==> config.mk <==
export PLATFORM = sky130hd
export DESIGN_NAME = floppy_seek_seq
export DESIGN_NICKNAME = d
export VERILOG_FILES = /design/src/rtl/floppy_seek_pkg.sv /design/src/rtl/floppy_step_gen.sv /design/src/rtl/floppy_settle_timer.sv /design/src/rtl/floppy_seek_seq.sv
export SDC_FILE = /design/constraint.sdc
export NUM_CORES = 1
export LEC_CHECK = 0
export ABC_AREA = 1
export CORE_ASPECT_RATIO = 1.4
export CORE_MARGIN = 4
export CORE_UTILIZATION = 42
export CTS_CLUSTER_DIAMETER = 150
export DETAILED_ROUTE_END_ITERATION = 12
export DONT_BUFFER_PORTS = 1
export GPL_ROUTABILITY_DRIVEN = 0
export PLACE_DENSITY = 0.65
export SYNTH_ARGS = -nofsm -noshare
export SYNTH_HDL_FRONTEND = slang
export SYNTH_SLANG_ARGS = --single-unit
==> constraint.sdc <==
create_clock -name clk -period 1.9 [get_ports clk]
set_input_delay 0.475 -clock clk [delete_from_list [all_inputs] [get_ports clk]]
set_output_delay 0.475 -clock clk [all_outputs]
set_load 0.005 [all_outputs]
==> src/rtl/floppy_seek_pkg.sv <==
package floppy_seek_pkg;

  typedef enum logic [1:0] {
    SEEK_OK      = 2'd0,
    SEEK_NO_TRK0 = 2'd1,
    SEEK_BAD_CYL = 2'd2
  } seek_status_e;

  typedef enum logic [1:0] {
    PH_IDLE  = 2'd0,
    PH_SETUP = 2'd1,
    PH_HIGH  = 2'd2,
    PH_GAP   = 2'd3
  } step_phase_e;

  typedef enum logic [2:0] {
    SQ_IDLE       = 3'd0,
    SQ_RECAL      = 3'd1,
    SQ_RECAL_WAIT = 3'd2,
    SQ_MOVE       = 3'd3,
    SQ_MOVE_WAIT  = 3'd4,
    SQ_SETTLE     = 3'd5
  } seq_state_e;

endpackage

==> src/rtl/floppy_step_gen.sv <==
module floppy_step_gen
  import floppy_seek_pkg::*;
#(
  parameter int GAP_W    = 16,
  parameter int SETUP_US = 10,
  parameter int PULSE_US = 10
) (
  input  logic             clk,
  input  logic             rst_n,
  input  logic             us_tick,
  input  logic             start,
  input  logic             dir_in,
  input  logic [GAP_W-1:0] gap_us,
  output logic             dir_out,
  output logic             step_out,
  output logic             idle,
  output logic             done
);

  localparam int CNT_W = (GAP_W > 8) ? GAP_W : 8;

  step_phase_e      ph_q, ph_d;
  logic [CNT_W-1:0] cnt_q, cnt_d;
  logic             dir_q, dir_d;
  logic             stp_q, stp_d;
  logic             done_q, done_d;
  logic             phase_end;
  logic             cnt_en;

  assign phase_end = (cnt_q == '0) || (us_tick && (cnt_q == CNT_W'(1)));
  assign cnt_en    = (ph_q != PH_IDLE) && !phase_end && us_tick;

  always_comb begin
    ph_d   = ph_q;
    cnt_d  = cnt_q;
    dir_d  = dir_q;
    stp_d  = stp_q;
    done_d = 1'b0;
    if (cnt_en) begin
      cnt_d = cnt_q - CNT_W'(1);
    end
    case (ph_q)
      PH_IDLE: begin
        if (start) begin
          ph_d  = PH_SETUP;
          dir_d = dir_in;
          cnt_d = CNT_W'(SETUP_US);
        end
      end
      PH_SETUP: begin
        if (phase_end) begin
          ph_d  = PH_HIGH;
          stp_d = 1'b1;
          cnt_d = CNT_W'(PULSE_US);
        end
      end
      PH_HIGH: begin
        if (phase_end) begin
          ph_d  = PH_GAP;
          stp_d = 1'b0;
          cnt_d = CNT_W'(gap_us);
        end
      end
      PH_GAP: begin
        if (phase_end) begin
          ph_d   = PH_IDLE;
          done_d = 1'b1;
        end
      end
      default: ph_d = PH_IDLE;
    endcase
  end

  always_ff @(posedge clk or negedge rst_n) begin
    if (!rst_n) begin
      ph_q   <= PH_IDLE;
      cnt_q  <= '0;
      dir_q  <= 1'b0;
      stp_q  <= 1'b0;
      done_q <= 1'b0;
    end else begin
      ph_q   <= ph_d;
      cnt_q  <= cnt_d;
      dir_q  <= dir_d;
      stp_q  <= stp_d;
      done_q <= done_d;
    end
  end

  assign dir_out  = dir_q;
  assign step_out = stp_q;
  assign idle     = (ph_q == PH_IDLE);
  assign done     = done_q;

  // direction must not move while the pulse is high
  a_r2_dir_steady: assert property (@(posedge clk) disable iff (!rst_n)
    stp_q |-> $stable(dir_q));

  // a pulse only begins at the end of the direction setup phase
  a_r3_rise_after_setup: assert property (@(posedge clk) disable iff (!rst_n)
    $rose(stp_q) |-> ($past(ph_q) == PH_SETUP));

  // completion is only reported after the gap phase
  a_r4_done_after_gap: assert property (@(posedge clk) disable iff (!rst_n)
    done_q |-> ($past(ph_q) == PH_GAP) && !stp_q);

endmodule

==> src/rtl/floppy_settle_timer.sv <==
module floppy_settle_timer #(
  parameter int MS_W      = 8,
  parameter int US_PER_MS = 1000
) (
  input  logic            clk,
  input  logic            rst_n,
  input  logic            us_tick,
  input  logic            start,
  input  logic [MS_W-1:0] ms_count,
  output logic            done
);

  localparam int PRE_W = (US_PER_MS > 1) ? $clog2(US_PER_MS) : 1;

  logic             run_q, run_d;
  logic [PRE_W-1:0] pre_q, pre_d;
  logic [MS_W-1:0]  ms_q, ms_d;
  logic             done_q, done_d;
  logic             pre_wrap;
  logic             tick_en;

  assign pre_wrap = (pre_q == PRE_W'(US_PER_MS - 1));
  assign tick_en  = run_q && (ms_q != '0) && us_tick;

  always_comb begin
    run_d  = run_q;
    pre_d  = pre_q;
    ms_d   = ms_q;
    done_d = 1'b0;
    if (start) begin
      run_d = 1'b1;
      pre_d = '0;
      ms_d  = ms_count;
    end else if (run_q && (ms_q == '0)) begin
      run_d  = 1'b0;
      done_d = 1'b1;
    end else if (tick_en) begin
      if (pre_wrap) begin
        pre_d = '0;
        ms_d  = ms_q - MS_W'(1);
      end else begin
        pre_d = pre_q + PRE_W'(1);
      end
    end
  end

  always_ff @(posedge clk or negedge rst_n) begin
    if (!rst_n) begin
      run_q  <= 1'b0;
      pre_q  <= '0;
      ms_q   <= '0;
      done_q <= 1'b0;
    end else begin
      run_q  <= run_d;
      pre_q  <= pre_d;
      ms_q   <= ms_d;
      done_q <= done_d;
    end
  end

  assign done = done_q;

  // the settle done pulse only follows a running countdown
  a_r9_done_from_run: assert property (@(posedge clk) disable iff (!rst_n)
    done_q |-> $past(run_q) && !run_q);

endmodule

==> src/rtl/floppy_seek_seq.sv <==
module floppy_seek_seq
  import floppy_seek_pkg::*;
#(
  parameter int CYL_W       = 8,
  parameter int MAX_CYL     = 85,
  parameter int RECAL_LIMIT = 256,
  parameter int SETUP_US    = 10,
  parameter int PULSE_US    = 10,
  parameter int GAP_W       = 16,
  parameter int SETTLE_W    = 8,
  parameter int US_PER_MS   = 1000
) (
  input  logic                clk,
  input  logic                rst_n,
  input  logic                us_tick,
  input  logic                seek_req,
  input  logic [CYL_W-1:0]    seek_cyl,
  input  logic                trk0_n,
  input  logic [GAP_W-1:0]    step_gap_us,
  input  logic [SETTLE_W-1:0] settle_ms,
  output logic                dir_out,
  output logic                step_out,
  output logic                busy,
  output logic                done,
  output logic [1:0]          status
);

  localparam int RC_W = $clog2(RECAL_LIMIT + 1);

  seq_state_e       state_q, state_d;
  logic [CYL_W-1:0] cur_q, cur_d;
  logic             valid_q, valid_d;
  logic [CYL_W-1:0] tgt_q, tgt_d;
  logic [CYL_W-1:0] rem_q, rem_d;
  logic             mdir_q, mdir_d;
  logic [RC_W-1:0]  rc_q, rc_d;
  logic             done_q, done_d;
  seek_status_e     stat_q, stat_d;

  logic step_start, step_dir, step_idle, step_done;
  logic settle_start, settle_done;
  logic cyl_bad;

  assign cyl_bad = (seek_cyl > CYL_W'(MAX_CYL));

  floppy_step_gen #(
    .GAP_W    (GAP_W),
    .SETUP_US (SETUP_US),
    .PULSE_US (PULSE_US)
  ) u_step (
    .clk      (clk),
    .rst_n    (rst_n),
    .us_tick  (us_tick),
    .start    (step_start),
    .dir_in   (step_dir),
    .gap_us   (step_gap_us),
    .dir_out  (dir_out),
    .step_out (step_out),
    .idle     (step_idle),
    .done     (step_done)
  );

  floppy_settle_timer #(
    .MS_W      (SETTLE_W),
    .US_PER_MS (US_PER_MS)
  ) u_settle (
    .clk      (clk),
    .rst_n    (rst_n),
    .us_tick  (us_tick),
    .start    (settle_start),
    .ms_count (settle_ms),
    .done     (settle_done)
  );

  always_comb begin
    state_d      = state_q;
    cur_d        = cur_q;
    valid_d      = valid_q;
    tgt_d        = tgt_q;
    rem_d        = rem_q;
    mdir_d       = mdir_q;
    rc_d         = rc_q;
    done_d       = 1'b0;
    stat_d       = stat_q;
    step_start   = 1'b0;
    step_dir     = mdir_q;
    settle_start = 1'b0;
    case (state_q)
      SQ_IDLE: begin
        if (seek_req) begin
          if (cyl_bad) begin
            done_d = 1'b1;
            stat_d = SEEK_BAD_CYL;
          end else begin
            tgt_d = seek_cyl;
            rc_d  = '0;
            if ((seek_cyl == '0) || !valid_q) begin
              state_d = SQ_RECAL;
            end else begin
              state_d = SQ_MOVE;
              mdir_d  = (seek_cyl > cur_q);
              rem_d   = (seek_cyl > cur_q) ? (seek_cyl - cur_q) : (cur_q - seek_cyl);
            end
          end
        end
      end
      SQ_RECAL: begin
        if (!trk0_n) begin
          cur_d   = '0;
          valid_d = 1'b1;
          rem_d   = tgt_q;
          mdir_d  = 1'b1;
          state_d = SQ_MOVE;
        end else if (rc_q == RC_W'(RECAL_LIMIT)) begin
          valid_d = 1'b0;
          done_d  = 1'b1;
          stat_d  = SEEK_NO_TRK0;
          state_d = SQ_IDLE;
        end else if (step_idle) begin
          step_start = 1'b1;
          step_dir   = 1'b0;
          rc_d       = rc_q + RC_W'(1);
          state_d    = SQ_RECAL_WAIT;
        end
      end
      SQ_RECAL_WAIT: begin
        if (step_done) state_d = SQ_RECAL;
      end
      SQ_MOVE: begin
        if (rem_q == '0) begin
          settle_start = 1'b1;
          state_d      = SQ_SETTLE;
        end else if (step_idle) begin
          step_start = 1'b1;
          rem_d      = rem_q - CYL_W'(1);
          state_d    = SQ_MOVE_WAIT;
        end
      end
      SQ_MOVE_WAIT: begin
        if (step_done) state_d = SQ_MOVE;
      end
      SQ_SETTLE: begin
        if (settle_done) begin
          cur_d   = tgt_q;
          valid_d = 1'b1;
          done_d  = 1'b1;
          stat_d  = SEEK_OK;
          state_d = SQ_IDLE;
        end
      end
      default: state_d = SQ_IDLE;
    endcase
  end

  always_ff @(posedge clk or negedge rst_n) begin
    if (!rst_n) begin
      state_q <= SQ_IDLE;
      cur_q   <= '0;
      valid_q <= 1'b0;
      tgt_q   <= '0;
      rem_q   <= '0;
      mdir_q  <= 1'b0;
      rc_q    <= '0;
      done_q  <= 1'b0;
      stat_q  <= SEEK_OK;
    end else begin
      state_q <= state_d;
      cur_q   <= cur_d;
      valid_q <= valid_d;
      tgt_q   <= tgt_d;
      rem_q   <= rem_d;
      mdir_q  <= mdir_d;
      rc_q    <= rc_d;
      done_q  <= done_d;
      stat_q  <= stat_d;
    end
  end

  assign busy   = (state_q != SQ_IDLE);
  assign done   = done_q;
  assign status = stat_q;

  // out-of-range targets answer at once without starting a seek
  a_r10_reject: assert property (@(posedge clk) disable iff (!rst_n)
    (seek_req && !busy && cyl_bad) |=> (done && (status == 2'd2) && !busy));

  // completion is reported only once the block is idle
  a_r12_done_idle: assert property (@(posedge clk) disable iff (!rst_n)
    done |-> !busy);

  // no step activity outside a seek
  a_r11_idle_no_step: assert property (@(posedge clk) disable iff (!rst_n)
    !busy |-> !step_out);

  // recalibration steps always point outward
  a_r6_recal_outward: assert property (@(posedge clk) disable iff (!rst_n)
    ((state_q == SQ_RECAL_WAIT) && step_out) |-> !dir_out);

  // recalibration never exceeds its step budget
  a_r7_recal_bound: assert property (@(posedge clk) disable iff (!rst_n)
    rc_q <= RC_W'(RECAL_LIMIT));

endmodule

# Yosys cells after proc, flatten, opt, wreduce, memory -nomap -nowiden

Index checks and enable logic that the tools add are counted.

Equality and inequality tests: 33
Reduce and logical (&&, ||, !) cells: 40
Add/subtract/negate cells: 7
Mux-type cells: 87
Magnitude comparators: 2
Bitwise logic cells: 1

Operator list:

| cell                    | number |
|---|---|
| $mux W8                 | 13 |
| $mux W16                | 4 |
| $pmux W16 S3            | 1 |
| $mux W9                 | 5 |
| $mux W10                | 4 |
| $mux W3                 | 10 |
| $mux W1                 | 29 |
| $ne A2 B2 Y1 const B    | 13 |
| $logic_not A8 Y1        | 3 |
| $pmux W8 S3             | 1 |
| $mux W2                 | 10 |
| $pmux W3 S6             | 1 |
| $pmux W9 S2             | 1 |
| $eq A16 B1 Y1 const B   | 1 |
| $logic_not A16 Y1       | 1 |
| $pmux W8 S2             | 1 |
| $sub A16 B1 Y16 const B | 1 |
| $sub A8 B1 Y8 const B   | 2 |
| $sub A8 B8 Y8           | 2 |
| $reduce_and A3 Y1       | 5 |
| $reduce_and A7 Y1       | 2 |
| $reduce_bool A2 Y1      | 7 |
| $ne A2 B1 Y1 const B    | 6 |
| $reduce_and A6 Y1       | 2 |
| 28 further kinds        | 45 |

Output and inout bits: 6
Input bits: 37
Word-level logic and storage cells: 188
Register bits: 82

# Longest topological paths before layout

Depth after elaboration: 9
Depth in mapped cells: 16
Mapped depth without buffers: 15

# By module

Synthesis repeated with hierarchy kept, for this count alone.

Cells, all modules: 964
Area, all modules: 6,413.7 µm²

By module, submodules not included:

| module              | cells an instance | seq. area each (µm²) | area an instance (µm²) | times used |
|---|---|---|---|---|
| floppy_seek_seq     | 496               | 1,026.0              | 3,368.2                | 1 |
| floppy_step_gen     | 257               | 525.5                | 1,629.1                | 1 |
| floppy_settle_timer | 211               | 500.5                | 1,416.4                | 1 |

# Worst setup path before layout

OpenSTA, ideal clock, no wires.

Path kind: in2reg
Start: in seek_cyl[0]
End: reg rem_q[1]
Arrival: 1,936 ps
Cell stages on the path: 15
Setup slack: -153 ps
Buffers on the path: 0
Setup time: 116 ps
Required time: 1,784 ps
Path through: inv_1 ha_1 fa_1 inv_1 nand3_1 nand2_1 nand2_1 nand2_1 nand2_2 inv_1 nand2_1 nand3_1 nand2_1 nand2_1 nand2_1

Word-level cells in the longest chain between the ends: 6
Elaborated cells between the ends (all ways): 14
Classes of those cells: add/sub (2); order compare (2); eq/ne (2); mux (5); reduce/logical (3)

Ends and longest elaborated chain:

| what                                                 | line                   | RTL |
|---|---|---|
| from (decl)                                          | floppy_seek_seq.sv:17  | `input logic [CYL_W-1:0] seek_cyl,` |
| $sub A8 B8 Y8 / $gt A8 B8 Y1 (equally long branches) | floppy_seek_seq.sv:102 | `rem_d = (seek_cyl > cur_q) ? (seek_cyl - cur_q) : (cur_q - seek_cyl);` |
| $mux W8                                              | floppy_seek_seq.sv:102 |  |
| $mux W8                                              | floppy_seek_seq.sv:97  | `if ((seek_cyl == '0) \|\| !valid_q) begin` |
| $mux W8                                              | floppy_seek_seq.sv:91  | `if (cyl_bad) begin` |
| $mux W8                                              | floppy_seek_seq.sv:90  | `if (seek_req) begin` |
| $pmux W8 S3                                          | floppy_seek_seq.sv:88  | `case (state_q)` |
| to (signal assigned)                                 | floppy_seek_seq.sv:171 | `rem_q <= rem_d;` |
| to (decl)                                            | floppy_seek_seq.sv:34  | `logic [CYL_W-1:0] rem_q, rem_d;` |

Several ways; a longest one is shown, not always the timed one. The select of a mux whose other input is x is not followed.
A chain may end at the register's enable or synchronous reset.

# Final worst setup path

Start: reg cur_q[0]
End: reg rem_q[5]

Word-level cells in the longest chain between the ends: 6
Elaborated cells between the ends (all ways): 8
Classes of those cells: add/sub (2); order compare (1); mux (5)

Ends and longest elaborated chain:

| what                                                 | line                   | RTL |
|---|---|---|
| from (decl)                                          | floppy_seek_seq.sv:31  | `logic [CYL_W-1:0] cur_q, cur_d;` |
| from (signal assigned)                               | floppy_seek_seq.sv:168 | `cur_q <= cur_d;` |
| $sub A8 B8 Y8 / $gt A8 B8 Y1 (equally long branches) | floppy_seek_seq.sv:102 |  |
| $mux W8 (*)                                          | floppy_seek_seq.sv:102 |  |
| $mux W8 (*)                                          | floppy_seek_seq.sv:97  |  |
| $mux W8 (*)                                          | floppy_seek_seq.sv:91  |  |
| $mux W8 (*)                                          | floppy_seek_seq.sv:90  |  |
| $pmux W8 S3 (*)                                      | floppy_seek_seq.sv:88  |  |

Every way passes the cells marked *; elsewhere a longest branch is shown, timed or not. The select of a mux whose other input is x is not followed.

==> implementation parameters <==
Parameter                              Value

Outcome
  Result of the run ... finished with violations
  Violated checks ... hold timing

Place
  # port buffers ... 0
  Detailed placer's ending HPWL ... around 12 mm

Drt
  Drt first pass iters ... 4
  Post-detailed-route wirelength per cell ... between 10 and 15 um
  DRT Wirelength ... roughly 16 mm
  Number of nets still failing antenna checks after routing ... 0
  Detailed-route vias per instance ... ~5
  Number of vias in the routed layout ... 5844
  First-iteration detailed-routing DRC count ... approximately 340
  Detailed-route DRC error count ... 0

CTS
  Clk Tree Root Cell ... clkbuf_16
  Number of buffers created by CTS ... 9
  Buffers from clock root to sink, at most ... 2
  CTS Sinks ... 82
  CTS tree ... done
  Clock transition at the register clock pins on the worst setup and hold paths after CTS ... 0.06 ns
  CTS H-tree lvls ... 3
  Skew-Pair Late Insertion Delay ... 0.35 ns

Global route
  Vias in the first global route ... roughly 5700
  Most utilized layer in the global route result ... met2
  Global-route wire length before repair ... 26.3 mm
  Global-route congestion overflow total ... 0
  Met2 usage ... 0.365
  Met3 track demand over resource in global routing ... 0.0426
  Overall routing resource usage ... 0.202
  Met1 routing resource usage after global routing ... 0.220
  Maximum number of pins on one net before global-route repair ... 83
  Antenna violations before repair ... 0

Final layout
  Layout Nets ... 1050
  Final design utilization ... 0.506
  Share of post-route cells with drive strength above 1 ... 0.150
  Layout area overhead ... 18.8%
  Number of antenna cells inserted ... 0

Synth
  Net count of the mapped netlist ... 988
  Most frequent cell after synthesis ... nand2_1
  Dominant synthesized flop cell ... dfrtp_1
  Synthesized area per cell ... 6.66 um^2
  Cell type contributing the most total cell area after synthesis ... dfrtp_1
  Area share of the largest cell type after synthesis ... 0.335
  Seq/Total Area, Yosys ... 0.335
  Post-synth cell types ... 40
  Number of enable-type register cells in the synthesized netlist ... 0
  Count of state elements after synthesis ... 82
  Yosys synthesis warning count ... 0
  Commonest cells in the netlist ... nand2_1, inv_1, nor2_1, nand3_1, dfrtp_1
  Asr flop ratio synth ... 1.00
  Mapped cell area ... 6130 um^2
  Top cells by area, synth ... dfrtp_1, nand2_1, inv_1, nand3_1, ha_1
  Number of standard cells after synthesis ... 920

Pwr
  IR Drop Worst-Case VDD ... 0.559 mV
  Total Power ... 8.35 mW
  Power density over the cells ... between 1000 and 1500 nW/um^2
  Leakage Power ... 3.74 nW

STA
  Sum of negative setup slack ... 0 ns
  Time the final worst path needs with I/O delays and setup ... approximately 1.9 ns
  Final period utilization ... 0.999
  Unrepaired setup endpoints after global routing ... yes
  Hold Vio Cnt, Final ... 82
  Final-layout worst hold slack ... -0.168 ns
  Worst slew margin relative to its limit ... 0.628
  Actual slew at the worst max-slew pin ... around 0.56 ns
  Max Transition Viols Final ... 0
  Setup-failing EPs final ... 0
  Top achievable clock speed ... 527 MHz
  Final setup skew ... 0.0117 ns

Floorplan
  Starting density of the core ... 0.426
  Ports ... 43
  DIE AREA ... between 15000 and 20000 um^2
  Row count ... 52
  Die span in y ... approximately 150 um
  Die width ... 110 um
  Core area ... 14400 um^2

Critical path
  Most used cell, CP ... nand2_1
  CP required ... about 2.2 ns
  Arrival time at the worst endpoint ... 2.16 ns
  Depth of the most critical reg-to-reg path ... 13
  Largest fanout on the critical path ... 5
  Library cell contributing the largest single delay on the critical path ... dfrtp_1
  Startpoint of the worst setup timing path ... cur_q[0]
  End point of the critical path ... rem_q[5]
  Worst setup path class ... flop to flop
  Sort of element at the start of the critical path ... flop
  Register-to-register setup slack ... 0.001 ns
  Slowest Stage Delay on Critical Path ... 0.39 ns
  Startpoint of the lowest-slack register-to-register path ... cur_q[0]
  FF-to-FF End ... rem_q[5]
  Capturing element type of the critical path ... flop
  Critical path, cell by cell ... ha_2 -> fa_2 -> inv_2 -> nand3_2 -> nand2_2 -> nand2_2 -> nand2_4 -> nand2_4 -> inv_4 -> nand2_1 -> nand2_1 -> nand2_1 -> a21oi_1

Flow run
  Max-cap violations ... 0

Worst hold path
  Min-Delay Path Class ... input port to asynchronous set/reset pin
[registers in the layout, summed over array words and instances, names as in the netlist, 2 cells and up]
name	flops
u_step.cnt_q	16
rc_q	9
cur_q	8
status	2
u_settle.pre_q	10
u_step.ph_q	2
rem_q	8
state_q	3
tgt_q	8
u_settle.ms_q	8
[metal layers]
layer / vias to the layer above / share of wire / wire, um
li1: 3036 / - / -
met1: 2699 / 0.39 / 6260
met2: 71 / 0.54 / 8710
met3: 38 / 0.032 / 517
met4: 0 / 0.038 / 613
met5: - / 0 / 0
[worst min-delay path by stage]
stage / startpoint / slack, ns / cells past startpoint / to
6_report: rst_n / -0.17 / 0 / u_step.cnt_q[9]
5_1_grt: rst_n / -0.19 / 0 / rc_q[6]
4_1_cts: rst_n / -0.19 / 0 / rc_q[6]
3_5_place_dp: rst_n / 0.18 / 0 / status[0]
3_3_place_gp: rst_n / 0.18 / 0 / done
2_1_floorplan: rst_n / 0.18 / 0 / cur_q[0]
[power breakdown]
part	internal (mW)	switching [mW]
sequential	2.18	0.446
clock	1.29	0.727
combinational	1.45	2.26
[cell families after synthesis]
kind of cell / share of synthesized area
AND/OR/NAND/NOR: 0.384
buffers and inverters: 0.0958
adder cells (fa/ha/maj): 0.0658
multiplexers: 0.00163
flip-flops: 0.335
AO/OA/AOI/OAI: 0.0792
XOR/XNOR: 0.0386
[layout by cell type (no fill, tap or decap), types with 2 or more instances in the layout]
cell type	instances
xor2_1	23
nor2_4	3
ha_2	3
nand3b_1	2
inv_2	11
fa_2	2
nand2_4	6
o21ai_1	13
buf_6	2
nand2_1	298
clkbuf_16	9
nor2_2	4
nand4_1	24
o21ai_2	2
nand3_1	77
a21oi_1	21
a21oi_2	2
nor3_1	10
inv_4	2
bufinv_16	3
nand2_2	13
nand3_4	4
inv_1	114
ha_1	24
nor2_1	88
clkinv_4	2
ha_4	2
o21ai_0	51
nand3_2	7
or2_2	2
dfrtp_1	82
xnor2_1	4
buf_4	63
[worst max-delay path, delay by kind of cell (launching register included)]
family / cells / cell delay (ns)
compound gates: 1 / 0.13
fa+ha+maj: 2 / 0.58
buf+inv: 2 / 0.15
flops: 1 / 0.39
simple gates: 8 / 0.55
[metrics by stage]
step,cell area (um^2),instances,hold slack (ns),worst slack (ns)
3_3_place_gp,6670,1144,0.184,-0.0675
5_1_grt,7280,1176,-0.194,-0.120
6_report,7280,1176,-0.168,0.00116
2_1_floorplan,6150,920,0.179,0.0143
4_1_cts,7030,1161,-0.188,0.0109
3_5_place_dp,6670,1144,0.184,-0.143
[cell type report]
cell class | instances | area [um^2]
multi-input combinational | 695 | 3660
inverter | 129 | 490
clock inverter | 6 | 115
fill | 1435 | 7100
tap | 189 | 236
timing repair buffer | 65 | 495
clock buffer | 10 | 229
sequential | 82 | 2050
[timing repair]
item	4_1_cts	5_1_grt
hold endpoints to repair	82	82
resized for setup	2	38
setup endpoints to repair	11	50
pin swaps	1	20
gates cloned	0	2
setup buffers	1	13
Note: power is estimated with default switching activity, not from simulation.
